<file path="config.mk">
export PLATFORM = sky130hd
export DESIGN_NAME = eeprom_xfer_seq
export DESIGN_NICKNAME = d
export VERILOG_FILES = /design/src/rtl/eeprom_xfer_pkg.sv /design/src/rtl/eeprom_xfer_frame.sv /design/src/rtl/eeprom_xfer_delay.sv /design/src/rtl/eeprom_xfer_seq.sv
export SDC_FILE = /design/constraint.sdc
export NUM_CORES = 1
export LEC_CHECK = 0
export BUFFER_PORTS_ARGS = -buffer_cell sky130_fd_sc_hd__buf_2
export CAP_MARGIN = 20
export CORE_MARGIN = 1
export CORE_UTILIZATION = 54
export CTS_CLUSTER_DIAMETER = 200
export DETAILED_ROUTE_END_ITERATION = 6
export GPL_TIMING_DRIVEN = 0
export PLACE_DENSITY_LB_ADDON = 0.25
export SYNTH_ARGS = -nofsm -noshare
export SYNTH_HDL_FRONTEND = slang
export SYNTH_SLANG_ARGS = --single-unit
</file>
<file path="constraint.sdc">
create_clock -name clk -period 9.3 [get_ports clk]
set_clock_uncertainty 0.05 [all_clocks]
set_input_delay 1.86 -clock clk [delete_from_list [all_inputs] [get_ports clk]]
set_output_delay 1.86 -clock clk [all_outputs]
set_load 0.005 [all_outputs]
</file>
<file path="src/rtl/eeprom_xfer_pkg.sv">
package eeprom_xfer_pkg;

  typedef enum logic [1:0] {
    OP_START = 2'd0,
    OP_SEND  = 2'd1,
    OP_RECV  = 2'd2,
    OP_STOP  = 2'd3
  } eng_op_t;

  typedef enum logic [2:0] {
    S_IDLE, S_FETCH, S_ISSUE, S_WAIT, S_STOP, S_STOPW, S_DELAY
  } seq_st_t;

  typedef enum logic [1:0] {
    AF_NEXT, AF_RETRY, AF_FAIL
  } after_t;

  // number of bytes in a write-direction transaction
  function automatic logic [2:0] tx_len(logic two, logic with_data);
    return 3'd2 + {2'b0, two} + {2'b0, with_data};
  endfunction

  // byte at position idx of a write-direction transaction
  function automatic logic [7:0] tx_byte(logic [2:0] idx, logic [6:0] dev,
                                         logic [15:0] addr, logic two,
                                         logic [7:0] dat);
    logic [2:0] j;
    j = two ? idx : idx + 3'd1;
    if (idx == 3'd0) return {dev, 1'b0};
    case (j)
      3'd1:    return addr[15:8];
      3'd2:    return addr[7:0];
      default: return dat;
    endcase
  endfunction

endpackage

</file>
<file path="src/rtl/eeprom_xfer_frame.sv">
module eeprom_xfer_frame
  import eeprom_xfer_pkg::*;
#(
  parameter int LEN_W = 16
) (
  input  logic             rd_phase,
  input  logic             in_stop,
  input  logic [LEN_W:0]   bidx,
  input  logic             two,
  input  logic [6:0]       dev,
  input  logic [15:0]      addr,
  input  logic [7:0]       dat,
  input  logic [LEN_W-1:0] len,
  output logic [1:0]       op,
  output logic [7:0]       wdata,
  output logic             last
);
  eng_op_t op_e;

  always_comb begin
    op_e  = OP_STOP;
    wdata = 8'd0;
    last  = 1'b0;
    if (!in_stop) begin
      if (bidx == '0) begin
        op_e  = OP_START;
        wdata = {dev, rd_phase};
      end else if (rd_phase) begin
        op_e = OP_RECV;
        last = (bidx == {1'b0, len});
      end else begin
        op_e  = OP_SEND;
        wdata = tx_byte(bidx[2:0], dev, addr, two, dat);
      end
    end
  end

  assign op = op_e;
endmodule

</file>
<file path="src/rtl/eeprom_xfer_delay.sv">
module eeprom_xfer_delay #(
  parameter int DLY = 16
) (
  input  logic clk,
  input  logic rst_n,
  input  logic start,
  output logic expired
);
  localparam int CW = (DLY < 2) ? 1 : $clog2(DLY);

  logic [CW-1:0] cnt;
  logic          run;

  always_ff @(posedge clk or negedge rst_n) begin
    if (!rst_n) begin
      cnt <= '0;
      run <= 1'b0;
    end else if (start) begin
      cnt <= CW'(DLY - 1);
      run <= 1'b1;
    end else if (run) begin
      if (cnt == '0) run <= 1'b0;
      else           cnt <= cnt - 1'b1;
    end
  end

  assign expired = run && (cnt == '0);

  p_expire_single_r4: assert property (@(posedge clk) disable iff (!rst_n)
    expired && !start |=> !expired);
endmodule

</file>
<file path="src/rtl/eeprom_xfer_seq.sv">
module eeprom_xfer_seq
  import eeprom_xfer_pkg::*;
#(
  parameter int LEN_W     = 16,
  parameter int RETRY_DLY = 1000
) (
  input  logic             clk,
  input  logic             rst_n,
  input  logic             cmd_valid,
  output logic             cmd_ready,
  input  logic             cmd_rd,
  input  logic [6:0]       cmd_dev,
  input  logic [15:0]      cmd_addr,
  input  logic [LEN_W-1:0] cmd_len,
  input  logic             addr_two,
  input  logic             wr_valid,
  output logic             wr_ready,
  input  logic [7:0]       wr_data,
  output logic             rd_valid,
  output logic [7:0]       rd_data,
  input  logic             cancel,
  output logic             busy,
  output logic             done,
  output logic             done_ok,
  output logic             eng_req,
  output logic [1:0]       eng_op,
  output logic [7:0]       eng_wdata,
  output logic             eng_last,
  input  logic             eng_done,
  input  logic             eng_ack,
  input  logic             eng_berr,
  input  logic [7:0]       eng_rdata
);
  localparam int BW = LEN_W + 1;

  seq_st_t          st;
  after_t           af;
  logic             rd_cmd, rd_phase, two_r, tried;
  logic [6:0]       dev_r;
  logic [15:0]      addr_r;
  logic [LEN_W-1:0] len_r, cnt_r;
  logic [BW-1:0]    bidx;
  logic [7:0]       dat_r;
  logic             dly_exp;

  // named events
  wire accept     = cmd_valid && cmd_ready;
  wire take_byte  = wr_valid && wr_ready;
  wire abort      = cancel && (st == S_WAIT || st == S_STOPW);
  wire retry_go   = (st == S_STOPW) && eng_done && (af == AF_RETRY);
  wire last_tx    = (bidx == BW'(tx_len(two_r, !rd_cmd) - 3'd1));
  wire last_rx    = (bidx == {1'b0, len_r});

  assign cmd_ready = (st == S_IDLE);
  assign busy      = (st != S_IDLE);
  assign wr_ready  = (st == S_FETCH);
  assign eng_req   = (st == S_ISSUE) || (st == S_STOP);

  eeprom_xfer_frame #(.LEN_W(LEN_W)) u_frame (
    .rd_phase (rd_phase),
    .in_stop  (st == S_STOP),
    .bidx     (bidx),
    .two      (two_r),
    .dev      (dev_r),
    .addr     (addr_r),
    .dat      (dat_r),
    .len      (len_r),
    .op       (eng_op),
    .wdata    (eng_wdata),
    .last     (eng_last)
  );

  eeprom_xfer_delay #(.DLY(RETRY_DLY)) u_delay (
    .clk     (clk),
    .rst_n   (rst_n),
    .start   (retry_go),
    .expired (dly_exp)
  );

  always_ff @(posedge clk or negedge rst_n) begin
    if (!rst_n) begin
      st <= S_IDLE;  af <= AF_NEXT;
      rd_cmd <= 1'b0; rd_phase <= 1'b0; two_r <= 1'b0; tried <= 1'b0;
      dev_r <= '0; addr_r <= '0; len_r <= '0; cnt_r <= '0;
      bidx <= '0; dat_r <= '0;
      done <= 1'b0; done_ok <= 1'b0; rd_valid <= 1'b0; rd_data <= '0;
    end else begin
      done     <= 1'b0;
      rd_valid <= 1'b0;
      if (abort) begin
        st <= S_IDLE; done <= 1'b1; done_ok <= 1'b0;
      end else begin
        case (st)
          S_IDLE: if (accept) begin
            rd_cmd <= cmd_rd; two_r <= addr_two; dev_r <= cmd_dev;
            addr_r <= cmd_addr; len_r <= cmd_len; cnt_r <= cmd_len;
            rd_phase <= 1'b0; tried <= 1'b0; bidx <= '0;
            if (cmd_len == '0) begin
              done <= 1'b1; done_ok <= 1'b1;
            end else begin
              st <= cmd_rd ? S_ISSUE : S_FETCH;
            end
          end
          S_FETCH: if (take_byte) begin
            dat_r <= wr_data; bidx <= '0; tried <= 1'b0; st <= S_ISSUE;
          end
          S_ISSUE: st <= S_WAIT;
          S_WAIT: if (eng_done) begin
            if (eng_berr) begin
              bidx <= '0; st <= S_ISSUE;
            end else if (rd_phase) begin
              if (bidx == '0) begin
                if (!eng_ack) begin af <= AF_FAIL; st <= S_STOP; end
                else begin bidx <= bidx + 1'b1; st <= S_ISSUE; end
              end else begin
                rd_valid <= 1'b1; rd_data <= eng_rdata;
                if (last_rx) begin af <= AF_NEXT; st <= S_STOP; end
                else begin bidx <= bidx + 1'b1; st <= S_ISSUE; end
              end
            end else begin
              if (!eng_ack) begin
                af <= (bidx == '0 && !tried) ? AF_RETRY : AF_FAIL;
                st <= S_STOP;
              end else if (last_tx) begin
                af <= AF_NEXT; st <= S_STOP;
              end else begin
                bidx <= bidx + 1'b1; st <= S_ISSUE;
              end
            end
          end
          S_STOP: st <= S_STOPW;
          S_STOPW: if (eng_done) begin
            case (af)
              AF_FAIL: begin st <= S_IDLE; done <= 1'b1; done_ok <= 1'b0; end
              AF_RETRY: begin tried <= 1'b1; st <= S_DELAY; end
              default: begin
                if (rd_phase) begin
                  st <= S_IDLE; done <= 1'b1; done_ok <= 1'b1;
                end else if (rd_cmd) begin
                  rd_phase <= 1'b1; bidx <= '0; st <= S_ISSUE;
                end else begin
                  addr_r <= addr_r + 16'd1;
                  if (cnt_r == LEN_W'(1)) begin
                    st <= S_IDLE; done <= 1'b1; done_ok <= 1'b1;
                  end else begin
                    cnt_r <= cnt_r - 1'b1; st <= S_FETCH;
                  end
                end
              end
            endcase
          end
          S_DELAY: if (dly_exp) begin bidx <= '0; st <= S_ISSUE; end
          default: st <= S_IDLE;
        endcase
      end
    end
  end

  // ---------------- assertions ----------------
  logic outst;
  int   dly_seen;
  always_ff @(posedge clk or negedge rst_n) begin
    if (!rst_n) begin
      outst    <= 1'b0;
      dly_seen <= 0;
    end else begin
      if (eng_req)                outst <= 1'b1;
      else if (eng_done || abort) outst <= 1'b0;
      dly_seen <= (st == S_DELAY) ? dly_seen + 1 : 0;
    end
  end

  p_one_outstanding_r10: assert property (@(posedge clk) disable iff (!rst_n)
    outst |-> !eng_req);
  p_last_on_recv_r6: assert property (@(posedge clk) disable iff (!rst_n)
    eng_req && eng_last |-> eng_op == OP_RECV);
  p_rd_after_engine_r6: assert property (@(posedge clk) disable iff (!rst_n)
    rd_valid |-> $past(eng_done));
  p_done_idle_r1: assert property (@(posedge clk) disable iff (!rst_n)
    done |-> cmd_ready && !busy);
  p_cancel_fail_r9: assert property (@(posedge clk) disable iff (!rst_n)
    abort |=> done && !done_ok);
  p_fetch_then_start_r3: assert property (@(posedge clk) disable iff (!rst_n)
    take_byte |=> eng_req && eng_op == OP_START);
  p_retry_window_r4: assert property (@(posedge clk) disable iff (!rst_n)
    (st == S_DELAY) && dly_exp |-> dly_seen == RETRY_DLY - 1);
endmodule

</file>
Yosys cells after proc, flatten, opt, wreduce, memory -nomap -nowiden. Index checks and enable logic that the tools add are counted.

Flip-flop bits (word level): 111. Input port bits: 65. Output and inout port bits: 26. Logic and storage cells: 219.

Add/sub/neg operators: 8. Equal/unequal tests: 42. Muxes and demuxes: 113. Bitwise logic cells: 3. Reductions and logical operators: 35.

Operator list (count): 17-bit two-way mux (15); 16-bit two-way mux (11); 17-bit case mux with 5 select lines (1); 16-bit case mux with 2 select lines (2); 3-bit two-way mux (15); 8-bit two-way mux (5); 1-bit two-way mux (39); 10-bit two-way mux (3); 2-bit two-way mux (13); 3-bit case mux with 7 select lines (1); 7-bit AND reduction (3); 2-bit inequality test (second input constant) (9); 3-bit inequality test (second input constant) (6); 6-bit AND reduction (3); 17-bit by 1-bit adder with 17-bit output (second input constant) (1); 17-bit by 16-bit equality test with 1-bit output (1); 17-bit equality test (1); 17-bit logical NOT (1); 16-bit by 1-bit adder with 16-bit output (second input constant) (1); 16-bit by 1-bit equality test with 1-bit output (second input constant) (1); 16-bit logical NOT (1); 8-bit case mux with 2 select lines (1); 16-bit by 1-bit subtractor with 16-bit output (second input constant) (1); 3-bit by 1-bit inequality test with 1-bit output (second input constant) (5); other kinds (32) (61).

Logic depth before layout (Yosys ltp).
Word-level depth: 11. Mapped depth: 12. Depth with buffers taken out: 9.

By module. From an unflattened synthesis, not the netlist that was laid out.

Cells, all modules: 753. Area total of the unflattened synthesis: 7059.3 um^2.

By module, submodules not included: eeprom_xfer_seq (instances 1, cells an instance 600, area each 5715.5 um^2, seq. area each 2502.4 um^2); eeprom_xfer_frame (instances 1, cells an instance 97, area each 764.5 um^2, seq. area each 0.0 um^2); eeprom_xfer_delay (instances 1, cells an instance 56, area each 579.3 um^2, seq. area each 275.3 um^2).

Worst setup path before layout. No wires, ideal clock.

Kind: reg-to-output. Start point: register bidx[1]. End point: output eng_wdata[0]. Arrival: 2448 ps. Data required time: 7390 ps. Slack: 4942 ps. Stages on the path, launching flop included: 11. Path buffers: 1. Cells stage by stage: dfrtp_1 -> clkbuf_1 -> inv_1 -> ha_1 -> or3_1 -> o32a_1 -> o22ai_1 -> nor2_1 -> a21o_1 -> a21oi_1 -> nor2_1.

Word-level cells in the longest chain between the ends: 9. Elaborated cells on any way between the ends: 15. Classes of those cells: add/sub: 1; eq/ne: 2; mux: 10; reduce/logical: 2.

Ends and longest elaborated chain: from (decl) (line eeprom_xfer_seq.sv:42) `logic [BW-1:0] bidx;`; from (signal assigned) (line eeprom_xfer_seq.sv:85) `bidx <= '0; dat_r <= '0;`; from (signal assigned) (line eeprom_xfer_seq.sv:97) `rd_phase <= 1'b0; tried <= 1'b0; bidx <= '0;`; from (signal assigned) (line eeprom_xfer_seq.sv:105) `dat_r <= wr_data; bidx <= '0; tried <= 1'b0; st <= S_ISSUE;`; branches (longest 7 deep; another with 3-bit by 1-bit adder with 3-bit output); 8-bit two-way mux (*) (line eeprom_xfer_frame.sv:25) `if (bidx == '0) begin`; 8-bit two-way mux (*) (line eeprom_xfer_frame.sv:24) `if (!in_stop) begin`; to (decl) (line eeprom_xfer_seq.sv:27) `output logic [7:0] eng_wdata,`.

Every way passes the cells marked *. The select of a mux whose other input is x is not followed.

Final worst setup path. Same ends and word-level chain as after synthesis.

==> impl_results.md <==
* Global-route wire length before repair at slightly above 30,000 um
* Seq/Total Area, Yosys at between 40% and 50%
* Status: finished, violations left
* Crit path time final at between 5 and 6 ns
* Synth area leaders: dfrtp_1 43%, nand2_1 8.2%, o21ai_0 4.3%, a21oi_1 4.0%, mux2_2 3.1%
* Multi-input gate area at approximately 0.0035 mm2
* Tot Pwr at 2.108 mW
* IO Pins at between 90 and 100
* Most frequent cell after synthesis: nand2_1
* Post-place setup slack at about 4.3 ns
* Worst Min Path Start: dev_r[4]
* RSZ-0062 raised after global routing: false
* Post-route cell area at between 0.007 and 0.008 mm2
* CTS root buf: clkbuf_16
* Post-Syn Nets at ~840
* Number of global-route vias before repair at approximately 6.1k
* Cell area power density at about 280 mW/mm2
* Initial antenna violation count at 0
* Worst-margin pin slew at 1.039 ns
* Critical Path Sink Type: output pin
* Gate Count Post-Synth at 762
* Synth warn at 0
* Post-synth top flop: dfrtp_1
* Count of flip-flops with a built-in enable after synthesis at 0
* WP data required at around 7.4 ns
* 1st-pass router iterations at 7
* WHS Endpoint: dev_r[4]
* Die Ht at between 100 and 150 um
* Drt wl/cell at around 18 um
* Drt via density at between 6 and 7
* Final Cycle Share at 58.75%
* DIE AREA at around 0.012 mm2
* Fill cell count at between 1k and 1.5k
* Initial DRC count at approximately 470
* Post-synthesis async set-or-reset flop share at between 90% and 100%
* Detailed-route via count at about 6.3k
* Sink Count at roughly 110
* #FFs+latches synth at roughly 110
* GRT Util Overall at 31.05%
* Clock transition at the registers of the reported paths at roughly 0.080 ns
* Pin count of the biggest net entering global routing at 58
* Worst Path Arrival at 3.55 ns
* Placed inst area at slightly above 0.007 mm2
* Gpl congestion at ~0.94
* # setup viols final at 0
* Min-Delay Path Class: reg -> reg
* Slew Limit Headroom at a little under a third
* Initial Util at a little under three fifths
* CTS max path bufs at 2
* Syn avg cell area at between 8 and 9 um2
* P_leak at approximately 3.3 nW
* Count of input and output buffers at 90
* Synth area leader: dfrtp_1
* Reg-to-Reg End: addr_r[13]
* Fin Setup TNS at 0 ns
* Area Overhead vs Synth at 14.63%
* Peak supply drop at around 0.22 mV
* Routed Antenna Nets at 0
* Grt total ovfl at 0
* Synth cell count leaders: 141 x nand2_1, 111 x dfrtp_1, 56 x o21ai_0
* Row Count at 39
* Post_cts resized at 0
* FMAX at 183.0 MHz
* Num CTS Buffers at 9
* Nets at ~940
* Synth top area share at a little over two fifths
* Crit start category: register
* WS Path Type: reg -> out
* Core Footprint at approximately 0.012 mm2
* Worst Path Max Fanout at 9
* Antenna Diode Count at 0
* CTS tree: done
* Dpl hpwl at 13,870 um
* H-tree depth at 3
* PnR worst setup slack at 3.837 ns
* Final Hold Viols at 0
* Chip Width at between 100 and 150 um
* Post-CTS setup buffer count at 0
* Finished Core Util at about 64%
* Clk Latency, worst-skew pair at 0.36 ns
* Reg2Reg Depth at 8
* Routed Wire Length at 18,580 um
* Mapped Area at ~0.0065 mm2
* Hold Path Depth at 2
* Internal reg-to-reg setup slack at roughly 6.3 ns
* CTS hold repair buffers at 0
* Residual DRC count at 3
* Synth unique cells at 67
* Max cap viols at 0
* Layout cells sized above 1 at 17.47%
* Final Slew Violations at 0
* Register area at around 0.0028 mm2
* Violated checks: design-rule violations
* Crit Reg-Reg Startpoint: st[0]
## worst max-delay path, cell delays in order, from the launching register on
cell	delay, ns
dfrtp_1	0.35
clkbuf_1	0.35
inv_1	0.09
ha_1	0.33
or3_1	0.34
o32a_1	0.16
o22ai_1	0.64
nor2_1	0.31
a21o_1	0.26
a21oi_1	0.18
nor2_1	0.06
buf_2	0.12
## registers in the layout (all words and copies together) (netlist names), 2 cells and up
name / flops
len_r: 16
cnt_r: 16
rd_data: 8
af: 2
bidx: 17
u_delay.cnt: 10
st: 3
dat_r: 8
dev_r: 7
addr_r: 16
## per-stage QoR
step | std cells | hold WS [ns]
2_1_floorplan | 762 | 0.3904
3_3_place_gp | 995 | 0.4131
3_5_place_dp | 997 | 0.4078
4_1_cts | 1013 | 0.4275
5_1_grt | 1013 | 0.4739
6_report | 1013 | 0.4225
## worst max-delay path by stage
stage | start | to | slack, ns | cells past startpoint
after floorplan | bidx[1] | eng_wdata[0] | 4.94 | 10
after global placement | bidx[1] | eng_wdata[0] | 4.26 | 11
after detailed placement | bidx[1] | eng_wdata[0] | 4.26 | 11
after CTS | bidx[1] | eng_wdata[0] | 3.86 | 11
after global routing | bidx[1] | eng_wdata[0] | 3.58 | 11
final | bidx[1] | eng_wdata[0] | 3.84 | 11
## power by group
group / internal, mW / switching (mW)
clock network: 0.188 / 0.197
registers: 0.655 / 0.169
logic: 0.366 / 0.533
total: 1.21 / 0.900
## area by class of cell
| type | count | share of cell area (%) |
|---|---|---|
| Multi-Input combinational cell | 592 | 46.72 |
| Inverter | 23 | 1.160 |
| Buffer | 36 | 2.034 |
| Timing Repair Buffer | 92 | 6.523 |
| Sequential cell | 111 | 37.32 |
| Clock inverter | 7 | 0.8070 |
| Tap cell | 143 | 2.404 |
| Clock buffer | 9 | 3.026 |
## metal layers
layer	global-route usage [%]	up-vias	share of wire, %
met5	0	-	0
met4	10.90	0	2.5
met3	7.458	40	6.7
met2	50.27	261	48
met1	40.76	3060	43
li1	-	2943	-
## cell usage in the layout, fill, tap and decap left out, types with 4 or more instances in the layout
| cell type | instances |
|---|---|
| ha_1 | 9 |
| buf_1 | 4 |
| or2_2 | 4 |
| nand4_1 | 8 |
| nor2b_1 | 6 |
| nor4_1 | 6 |
| nor3_1 | 22 |
| a22oi_1 | 11 |
| inv_6 | 5 |
| o211ai_1 | 12 |
| mux2_2 | 18 |
| mux2i_1 | 5 |
| and2_1 | 5 |
| nor2_1 | 50 |
| or3_1 | 13 |
| xnor2_1 | 22 |
| dfrtp_1 | 111 |
| or4_1 | 6 |
| nand3_1 | 37 |
| o22ai_1 | 8 |
| clkbuf_16 | 9 |
| inv_1 | 23 |
| nand2_1 | 141 |
| o31ai_1 | 9 |
| nand2b_1 | 8 |
| o21ai_0 | 56 |
| clkbuf_1 | 24 |
| a31oi_1 | 15 |
| buf_2 | 97 |
| a21oi_1 | 52 |
| and3_1 | 9 |
| a22o_1 | 6 |
## cell families (layout without fill, tap and decap cells)
logic type / after synthesis / count (layout) / share of synthesized area [%]
AO/OA/AOI/OAI: 202 / 202 / 19.64
buffers and inverters: 59 / 167 / 3.661
multiplexers: 23 / 23 / 3.893
AND/OR/NAND/NOR: 333 / 333 / 24.90
flip-flops: 111 / 111 / 42.78
XOR/XNOR: 24 / 24 / 3.238
adder cells (fa/ha/maj): 10 / 10 / 1.889
Power figures use the tool's default switching activity.
